File: src/rtl/ssx_pkg.sv
package ssx_pkg;

  localparam int unsigned FRAME_BITS = 8;
  localparam int unsigned DEF_DIV_W  = 8;

  typedef struct packed {
    logic msb_first;
    logic invert;
  } ssx_fmt_t;

endpackage

File: src/rtl/ssx_sync.sv
module ssx_sync #(
  parameter int unsigned STAGES  = 2,
  parameter logic        RST_VAL = 1'b1
) (
  input  logic clk,
  input  logic rst,
  input  logic d,
  output logic q
);

  generate
    if (STAGES <= 1) begin : g_single
      logic ff;
      always_ff @(posedge clk) begin
        if (rst) ff <= RST_VAL;
        else     ff <= d;
      end
      assign q = ff;
    end else begin : g_chain
      logic [STAGES-1:0] ff;
      always_ff @(posedge clk) begin
        if (rst) ff <= {STAGES{RST_VAL}};
        else     ff <= {ff[STAGES-2:0], d};
      end
      assign q = ff[STAGES-1];
    end
  endgenerate

endmodule

File: src/rtl/ssx_clkgen.sv
module ssx_clkgen #(
  parameter int unsigned DIV_W       = 8,
  parameter int unsigned DATA_W      = 8,
  parameter int unsigned SYNC_STAGES = 2
) (
  input  logic             clk,
  input  logic             rst,
  input  logic             run,
  input  logic             ext_sel,
  input  logic             pol,
  input  logic [DIV_W-1:0] div_n,
  input  logic             sclk_i,
  output logic             sclk_o,
  output logic             lead_ev,
  output logic             trail_ev
);

  localparam int unsigned HALF_EDGES = 2 * DATA_W;
  localparam int unsigned EDGE_W     = $clog2(HALF_EDGES + 1);
  localparam logic [EDGE_W-1:0] EDGE_LAST = EDGE_W'(HALF_EDGES);

  logic              idle_lvl;
  logic              sclk_s;
  logic              sclk_d;
  logic [DIV_W-1:0]  cnt;
  logic [EDGE_W-1:0] edges;
  logic              level;

  assign idle_lvl = ~pol;
  assign sclk_o   = level;

  ssx_sync #(.STAGES(SYNC_STAGES), .RST_VAL(1'b1)) u_sclk_sync (
    .clk(clk), .rst(rst), .d(sclk_i), .q(sclk_s)
  );

  always_ff @(posedge clk) begin
    if (rst) begin
      cnt      <= '0;
      edges    <= '0;
      level    <= 1'b1;
      lead_ev  <= 1'b0;
      trail_ev <= 1'b0;
      sclk_d   <= 1'b1;
    end else begin
      lead_ev  <= 1'b0;
      trail_ev <= 1'b0;
      sclk_d   <= sclk_s;
      if (!run) begin
        cnt   <= '0;
        edges <= '0;
        level <= idle_lvl;
      end else if (ext_sel) begin
        if (sclk_s != sclk_d) begin
          lead_ev  <= (sclk_s != idle_lvl);
          trail_ev <= (sclk_s == idle_lvl);
        end
      end else if (edges != EDGE_LAST) begin
        if (cnt == div_n) begin
          cnt      <= '0;
          edges    <= edges + 1'b1;
          level    <= ~level;
          lead_ev  <= (level == idle_lvl);
          trail_ev <= (level != idle_lvl);
        end else begin
          cnt <= cnt + 1'b1;
        end
      end
    end
  end

endmodule

File: src/rtl/ssx_engine.sv
module ssx_engine
  import ssx_pkg::*;
#(
  parameter int unsigned DATA_W = 8
) (
  input  logic              clk,
  input  logic              rst,
  input  logic              start,
  input  logic [DATA_W-1:0] load_data,
  input  ssx_fmt_t          fmt,
  input  logic              lead_ev,
  input  logic              trail_ev,
  input  logic              sdi,
  output logic              busy,
  output logic              sdo,
  output logic              samp_late,
  output logic              done,
  output logic [DATA_W-1:0] rx_word
);

  localparam int unsigned BIT_W = $clog2(DATA_W + 1);
  localparam logic [BIT_W-1:0] LAST_IDX = BIT_W'(DATA_W - 1);
  localparam logic [BIT_W-1:0] LATE_IDX = BIT_W'(DATA_W - 2);

  logic [DATA_W-1:0] tsh;
  logic [BIT_W-1:0]  bitcnt;
  logic              in_bit;

  assign in_bit = sdi ^ fmt.invert;

  always_ff @(posedge clk) begin
    if (rst) begin
      busy      <= 1'b0;
      sdo       <= 1'b1;
      samp_late <= 1'b0;
      done      <= 1'b0;
      tsh       <= '0;
      rx_word   <= '0;
      bitcnt    <= '0;
    end else begin
      samp_late <= 1'b0;
      done      <= 1'b0;
      if (start) begin
        busy   <= 1'b1;
        tsh    <= load_data;
        bitcnt <= '0;
      end else if (busy) begin
        if (lead_ev) begin
          if (fmt.msb_first) begin
            sdo <= tsh[DATA_W-1] ^ fmt.invert;
            tsh <= {tsh[DATA_W-2:0], 1'b0};
          end else begin
            sdo <= tsh[0] ^ fmt.invert;
            tsh <= {1'b0, tsh[DATA_W-1:1]};
          end
        end
        if (trail_ev) begin
          if (fmt.msb_first) rx_word <= {rx_word[DATA_W-2:0], in_bit};
          else               rx_word <= {in_bit, rx_word[DATA_W-1:1]};
          bitcnt <= bitcnt + 1'b1;
          if (bitcnt == LATE_IDX) samp_late <= 1'b1;
          if (bitcnt == LAST_IDX) begin
            done <= 1'b1;
            busy <= 1'b0;
          end
        end
      end
    end
  end

endmodule

File: src/rtl/sync_serial_xcvr.sv
module sync_serial_xcvr
  import ssx_pkg::*;
#(
  parameter int unsigned DATA_W      = FRAME_BITS,
  parameter int unsigned DIV_W       = DEF_DIV_W,
  parameter int unsigned SYNC_STAGES = 2
) (
  input  logic              clk,
  input  logic              rst,
  input  logic              tx_en,
  input  logic              rx_en,
  input  logic              ext_clk_sel,
  input  logic              clk_pol,
  input  logic              msb_first,
  input  logic              invert,
  input  logic              cont_rx,
  input  logic              txirq_on_done,
  input  logic              cts_en,
  input  logic              rts_en,
  input  logic [DIV_W-1:0]  div_n,
  input  logic              wr_tx,
  input  logic [DATA_W-1:0] wr_data,
  input  logic              rd_rx,
  output logic [DATA_W-1:0] rd_data,
  output logic              tx_irq,
  output logic              rx_irq,
  output logic              overrun,
  input  logic              sclk_i,
  output logic              sclk_o,
  output logic              sclk_oe,
  output logic              sdo,
  input  logic              sdi,
  input  logic              cts_n,
  output logic              rts_n
);

  logic [DATA_W-1:0] tx_buf;
  logic              tx_full;
  logic              rx_full;
  logic              rx_on;
  logic              cts_s;
  logic              cts_ok;
  logic              start;
  logic              eng_busy;
  logic              eng_late;
  logic              eng_done;
  logic [DATA_W-1:0] eng_rx;
  logic              lead_ev;
  logic              trail_ev;
  logic              sclk_int;
  ssx_fmt_t          fmt;

  assign fmt.msb_first = msb_first;
  assign fmt.invert    = invert;

  ssx_sync #(.STAGES(SYNC_STAGES), .RST_VAL(1'b1)) u_cts_sync (
    .clk(clk), .rst(rst), .d(cts_n), .q(cts_s)
  );

  assign cts_ok = !cts_en || !cts_s;
  assign start  = !eng_busy && !eng_done && tx_en && tx_full && cts_ok &&
                  (!cont_rx || (rx_en && !rx_full));

  ssx_clkgen #(.DIV_W(DIV_W), .DATA_W(DATA_W), .SYNC_STAGES(SYNC_STAGES)) u_clk (
    .clk(clk), .rst(rst), .run(eng_busy), .ext_sel(ext_clk_sel), .pol(clk_pol),
    .div_n(div_n), .sclk_i(sclk_i), .sclk_o(sclk_int),
    .lead_ev(lead_ev), .trail_ev(trail_ev)
  );

  ssx_engine #(.DATA_W(DATA_W)) u_eng (
    .clk(clk), .rst(rst), .start(start), .load_data(tx_buf), .fmt(fmt),
    .lead_ev(lead_ev), .trail_ev(trail_ev), .sdi(sdi),
    .busy(eng_busy), .sdo(sdo), .samp_late(eng_late), .done(eng_done),
    .rx_word(eng_rx)
  );

  assign sclk_o  = sclk_int;
  assign sclk_oe = !ext_clk_sel;

  always_ff @(posedge clk) begin
    if (rst) begin
      tx_buf  <= '0;
      tx_full <= 1'b0;
      rx_on   <= 1'b0;
      tx_irq  <= 1'b0;
    end else begin
      if (start) begin
        rx_on <= rx_en;
        if (!cont_rx) tx_full <= 1'b0;
      end
      if (wr_tx) begin
        tx_buf  <= wr_data;
        tx_full <= 1'b1;
      end
      tx_irq <= txirq_on_done ? eng_done : start;
    end
  end

  always_ff @(posedge clk) begin
    if (rst) begin
      rd_data <= '0;
      rx_full <= 1'b0;
      overrun <= 1'b0;
      rx_irq  <= 1'b0;
      rts_n   <= 1'b1;
    end else begin
      if (rd_rx) begin
        rx_full <= 1'b0;
        overrun <= 1'b0;
      end
      if (eng_late && rx_on && rx_full) overrun <= 1'b1;
      if (eng_done && rx_on) begin
        rd_data <= eng_rx;
        rx_full <= 1'b1;
      end
      rx_irq <= eng_done && rx_on;
      rts_n  <= rts_en ? !(rx_en && !rx_full) : 1'b0;
    end
  end

endmodule

File: config.mk
export PLATFORM = sky130hd
export DESIGN_NAME = sync_serial_xcvr
export DESIGN_NICKNAME = d
export VERILOG_FILES = /design/src/rtl/ssx_pkg.sv /design/src/rtl/ssx_sync.sv /design/src/rtl/ssx_clkgen.sv /design/src/rtl/ssx_engine.sv /design/src/rtl/sync_serial_xcvr.sv
export SDC_FILE = /design/constraint.sdc
export NUM_CORES = 1
export LEC_CHECK = 0
export ABC_CLOCK_PERIOD_IN_PS = 4860
export BUFFER_PORTS_ARGS = -buffer_cell sky130_fd_sc_hd__clkbuf_2
export CAP_MARGIN = 10
export CORE_ASPECT_RATIO = 1.4
export CORE_MARGIN = 2
export CORE_UTILIZATION = 40
export CTS_BUF_LIST = sky130_fd_sc_hd__clkbuf_8
export DETAILED_ROUTE_END_ITERATION = 16
export PLACE_DENSITY = 0.68
export SLEW_MARGIN = 15
export SYNTH_ARGS = -nofsm -noshare
export SYNTH_HDL_FRONTEND = slang
export SYNTH_SLANG_ARGS = --single-unit
File: constraint.sdc
create_clock -name clk -period 4.86 [get_ports clk]
set_clock_uncertainty 0.1 [all_clocks]
set_input_delay 0.243 -clock clk [delete_from_list [all_inputs] [get_ports clk]]
set_output_delay 0.243 -clock clk [all_outputs]
set_load 0.02 [all_outputs]
Yosys cells after proc, flatten, opt, wreduce, memory -nomap -nowiden:

Index checks and enable logic that the tools add are counted.

* equal/unequal tests: 13
* muxes and demuxes: 33
* bitwise gates (word level): 9
* reduce and logical (&&, ||, !) cells: 35
* add/subtract/negate cells: 3

Operators with widths (number)
* two-way mux 8 bit: 6
* two-way mux 1 bit: 27
* AND reduction 3 bit: 4
* nonzero test 2 bit: 5
* logical AND 1 bit: 9
* adder 8 x 1 -> 8 bit (second input constant): 1
* == test 4 x 3 -> 1 bit (second input constant): 2
* == test 8 bit: 1
* zero test 1 bit: 8
* AND reduction 2 bit: 4
* != test 2 bit (second input constant): 3
* inverter 1 bit: 6
* adder 5 x 1 -> 5 bit (second input constant): 1
* != test 5 bit (second input constant): 1
* adder 4 x 1 -> 4 bit (second input constant): 1
* OR reduction 2 bit: 2
* OR reduction 4 bit: 1
* != test 1 bit: 3
* bitwise XOR 1 bit: 3
* == test 1 bit: 2
* logical OR 1 bit: 2
* != test 2 x 1 -> 1 bit (second input constant): 1

* input port bits: 33
* register bits: 68
* output and inout port bits: 15
* word-level logic and storage cells: 117

Depth between registers and ports, before layout:

* word-level depth: 8
* gate-level depth with buffers: 8
* mapped depth without buffers: 7

Cells and area by module:

Synthesis repeated with hierarchy kept, for this count alone.

* cells, all modules: 327
* area, all modules: 3036.7 um^2

Modules (own cells, without submodules)
* ssx_engine: cells each 129, area each 1202.4 um^2, times used 1, sequential area each 480.5 um^2
* ssx_clkgen: cells each 96, area each 882.1 um^2, times used 1, sequential area each 340.3 um^2
* sync_serial_xcvr: cells each 94, area each 847.1 um^2, times used 1, sequential area each 460.4 um^2
* ssx_sync: cells each 4, area each 52.6 um^2, times used 2, sequential area each 40.0 um^2

Worst setup path after synthesis:

OpenSTA, ideal clock, no wires.

* path type: register to register
* start point: reg u_clk.edges[0]
* end point: reg u_clk.edges[2]
* arrival time: 1.760 ns
* cell stages (with the launch flop): 9
* data required time: 4.690 ns
* setup time: 0.070 ns
* setup slack: 2.930 ns
* period minus slack after synthesis: 1.930 ns
* path buffers: 1
* cell sequence: dfxtp_1 inv_1 ha_1 and4bb_4 nor4_2 nand4_2 buf_6 or3_1 a21oi_1

* longest elaborated chain between the ends: 2
* elaborated cells between the ends (all ways): 3

RTL lines
* start: declaration: line ssx_clkgen.sv:26 `logic [EDGE_W-1:0] edges;`
* start signal: assignment: line ssx_clkgen.sv:60 `edges <= edges + 1'b1;`
* branches (longest 2 deep; another with adder 5 x 1 -> 5 bit)

Parallel ways; which one is timed is not known.
A chain may end at the register's enable or synchronous reset.

Worst setup path after layout:

* start point: reg u_clk.edges[0]
* end point: reg u_clk.lead_ev

* longest elaborated chain between the ends: 3

RTL lines
* != test 5 bit: line ssx_clkgen.sv:57 `end else if (edges != EDGE_LAST) begin`
* two-way mux 1 bit: line ssx_clkgen.sv:57
* two-way mux 1 bit: line ssx_clkgen.sv:52 `end else if (ext_sel) begin`
* end signal: assignment: line ssx_clkgen.sv:54 `lead_ev <= (sclk_s != idle_lvl);`
* end signal: assignment: line ssx_clkgen.sv:62 `lead_ev <= (level == idle_lvl);`
* end: declaration: line ssx_clkgen.sv:14 `output logic lead_ev,`

Every way passes these cells.

==> results.md <==
- The maximum clock rate is roughly 0.44 GHz.
- The layout overhead on the synthesized area is 19.6%.
- The total detailed-routing wirelength is ~5500 um.
- Once detail routing completed, the nets flagged for antenna violations numbered 0.
- The power consumption is ~1.2 mW.
- The number of pins with negative max-slew slack in the final report is 0.
- The CTS tree is built.
- The global router's overall resource usage is between 15 and 20%.
- The worst setup path is captured at a flip-flop.
- The die covers a little under 8000 um2.
- By startpoint and endpoint, the worst setup path is classified as reg -> reg.
- The data arrival time of the critical path is about 2.4 ns.
- The routability-driven placement congestion ratio is around 0.74.
- The synthesized design spends more area on one cell type than any other, namely sky130_fd_sc_hd__dfxtp_1.
- The share of post-route cells with drive strength above 1 is between 20% and 30%.
- After legalization and detailed placement, the total HPWL measured 3750 um.
- The most common cell in the netlist is sky130_fd_sc_hd__dfxtp_1.
- The setup TNS is 0 ns.
- The number of antenna diodes in the final layout is 0.
- The area of the core region is around 6900 um2.
- The DRC violations left is 0.
- The transition time at the pin with the least slew margin is between 1 and 1.5 ns.
- Clock tree synthesis found a total of 68 sinks.
- Setup slack on the worst reg-to-reg path comes out at around 2.6 ns.
- The final core utilization is about half.
- The area share of the largest cell type after synthesis is between 40 and 50%.
- The element type at the critical path start is a flip-flop.
- The via density per instance is between 4 and 5.
- The count of final hold-check violations was 0.
- A synthesized cell averages a little over 9 um2.
- The delay contributed by the slowest stage of the critical path is roughly 0.38 ns.
- The required time at the endpoint of the critical path is 5.01 ns.
- For this run, the leading register cell type out of synthesis is sky130_fd_sc_hd__dfxtp_1.
- Counting flops with a built-in enable in the synthesized netlist gives 0.
- In the final routed layout, each cell accounts on average for between 10 and 15 um.
- The die is around 100 um tall.
- The final worst slack is around 2.6 ns.
- The sequential-to-total area share from yosys stat is 47.6%.
- The final cycle utilization of the critical path is 46.3%.
- Before antenna repair, the detailed router went through 5 iterations.
- In the final layout, the multi-input gates occupy ~1400 um2.
- Summed over all cells, the static leakage comes to approximately 1.4 nW.
- The synthesis-stage register bit count is 68.
- Power spread over the standard cell area amounts to between 300 and 400 nW/um2.
- The final-report setup violation count is 0.
- The run finished with clean final reports.
- The clock reaches the later pin of the worst-skew pair after between 0.3 and 0.4 ns.
- The routed layout has approximately 2300 vias.
- Grouping stages by cell kind, the critical path spends the most delay in simple AND/OR/NAND/NOR gates.
- After floorplanning, the core was divided into 36 placement rows.
- The worst path buffer plus inverter count is 1.
- Hold repair after CTS inserted 3 buffers.
- After synthesis, the share of flip-flops with an asynchronous set or reset is 0%.
- The worst path needs roughly 2.3 ns of the cycle, external delays included.
- CTS built an H-tree with a depth of 3.
- The buffer depth of the longest clock path is 2.
- Global routing finished with a remaining overflow of 0.
- The layout filler cell count is approximately 690.
- The total of buffers placed on input and output ports is 47.
- The post-synthesis instance area is ~2900 um2.
- The total I/O pin count is 48.
- The first global-routing pass estimated between 9000 and 10000 um of wire.
- The relative slew slack is 32.9%.
- The number of nets in the synthesized netlist is 350.
- Setup repair after global routing left no endpoint under its margin.
- After detailed placement, the total cell area comes to 3150 um2.
- The register cell area after layout is around 1400 um2.
- The clock slew seen by the registers of the worst setup and hold paths is ~0.07 ns.
- Before CTS, the worst setup slack after placement is 2.62 ns.
- The commonest cells after synthesis are 68 x sky130_fd_sc_hd__dfxtp_1, 53 x sky130_fd_sc_hd__nor2_1, 29 x sky130_fd_sc_hd__nand2_1, 24 x sky130_fd_sc_hd__mux2i_1, 18 x sky130_fd_sc_hd__a21oi_1.
- In this run, the number of DRC markers left after iteration 0 of detailed routing was approximately 110.
- The worst-path maximum fanout is 14.
- The warning count from the yosys run is 0.
- The tool flagged a number of max-cap violations equal to 0.
- In this run the post-CTS setup repair buffer count came out at 0.
- The path class of the tightest hold or removal check is in -> reg.
- The total clock buffers created by CTS is 9.
- The master cell of the clock root buffer is sky130_fd_sc_hd__clkbuf_8.
- The net count of the finished layout is between 300 and 400.
- The count of distinct cell types in the synthesized netlist is 43.
- The final instance area is roughly 3400 um2.
- The via count of the first global-routing pass is between 2000 and 2500.
- Entering global routing, the biggest net connects between 50 and 60 pins.
- Synthesis handed over a netlist of between 300 and 400 instances.
- The initial antenna violation count is 0.
- Traced cell by cell, the critical path runs through inv_1 > ha_1 > and4bb_4 > nor4_2 > nand4_2 > o221a_2 > a311oi_1.
- The quantity of gates resized following cts is 0.
- From left edge to right edge, the die measures roughly 75 um.
- Among all stages on the critical path, the largest delay is contributed by sky130_fd_sc_hd__o221a_2.
- By area the synthesized netlist is led by sky130_fd_sc_hd__dfxtp_1 48%, sky130_fd_sc_hd__mux2i_1 8.4%, sky130_fd_sc_hd__nor2_1 7.0%.
- The starting utilization of the core area is approximately two fifths.
- VDD sags by at most 0.158 mV.
metrics by stage:
step / cells / hold WS (ns)
2_1_floorplan: 312 / 0.232
3_3_place_gp: 440 / 0.293
3_5_place_dp: 440 / 0.293
4_1_cts: 459 / 0.00855
5_1_grt: 459 / 0.0162
6_report: 459 / 0.0257
power breakdown:
group | switching (mW) | internal, mW | leakage (nW)
logic | 0.0346 | 0.0288 | 0.699
registers | 0.00596 | 0.566 | 0.552
clock network | 0.204 | 0.329 | 0.120
total | 0.244 | 0.924 | 1.37
final timing paths:
path / startpoint / endpoint / cells after the start
hold reg to reg: u_cts_sync.g_chain.ff[0] / u_cts_sync.g_chain.ff[1] / 1
setup reg to reg: u_clk.edges[0] / u_clk.lead_ev / 7
setup / recovery: u_clk.edges[0] / u_clk.lead_ev / 7
hold / removal: clk_pol / u_clk.sclk_o / 2
kinds of logic after synthesis:
group                      after synthesis  share of synthesized area (%)
xor gates and xnor gates                21                           6.43
DFF                                     68                           47.6
AOI/OAI and AO/OA                       49                           11.6
and+or+nand+nor                        121                           20.3
muxes                                   24                           8.40
buffers and inverters                   24                           3.54
adders and majority gates                5                           2.19
per-layer routing:
| metal | share of wire (%) | wire length [um] | track usage [%] | vias to the layer above |
|---|---|---|---|---|
| li1 | - | - | - | 1170 |
| met1 | 45 | 2460 | 18.6 | 1024 |
| met3 | 5.6 | 307 | 6.98 | 10 |
| met4 | 2.3 | 125 | 7.02 | 0 |
| met2 | 47 | 2580 | 23.8 | 61 |
| met5 | 0 | 0 | 0 | - |
registers in the layout, indices dropped and copies added (netlist names), 2 cells and up:
name                          flops
u_eng.rx_word                     8
u_eng.bitcnt                      4
u_cts_sync.g_chain.ff             2
tx_buf                            8
u_clk.cnt                         8
u_eng.tsh                         8
rd_data                           8
u_clk.u_sclk_sync.g_chain.ff      2
u_clk.edges                       5
final cells by class:
cell class,instances,area share [%]
Timing Repair Buffer,51,7.98
Clock inverter,4,2.09
Inverter,9,0.988
Clock buffer,12,4.83
Tap cell,95,3.48
Sequential cell,68,39.8
Multi-Input combinational cell,220,40.8
cells in the final DEF, fill, tap and decap left out, types with 6 or more instances in the layout:
cell type / count
sky130_fd_sc_hd__xnor2_1: 7
sky130_fd_sc_hd__a221oi_1: 8
sky130_fd_sc_hd__nor2_1: 53
sky130_fd_sc_hd__nand2_1: 29
sky130_fd_sc_hd__clkbuf_8: 12
sky130_fd_sc_hd__a211oi_1: 9
sky130_fd_sc_hd__inv_1: 10
sky130_fd_sc_hd__xor2_1: 14
sky130_fd_sc_hd__or2_2: 6
sky130_fd_sc_hd__a21oi_1: 18
sky130_fd_sc_hd__clkbuf_2: 47
sky130_fd_sc_hd__dfxtp_1: 68
sky130_fd_sc_hd__mux2i_1: 24
worst register-to-register path, delay by kind of cell (launching register included):
family	cells	cell delay, ns
AO/OA/AOI/OAI	2	0.61
adder cells (fa/ha/maj)	1	0.19
buffers and inverters	1	0.07
flip-flops	1	0.35
AND/OR/NAND/NOR	3	0.84
No activity file was read; power rests on OpenSTA's default activity.
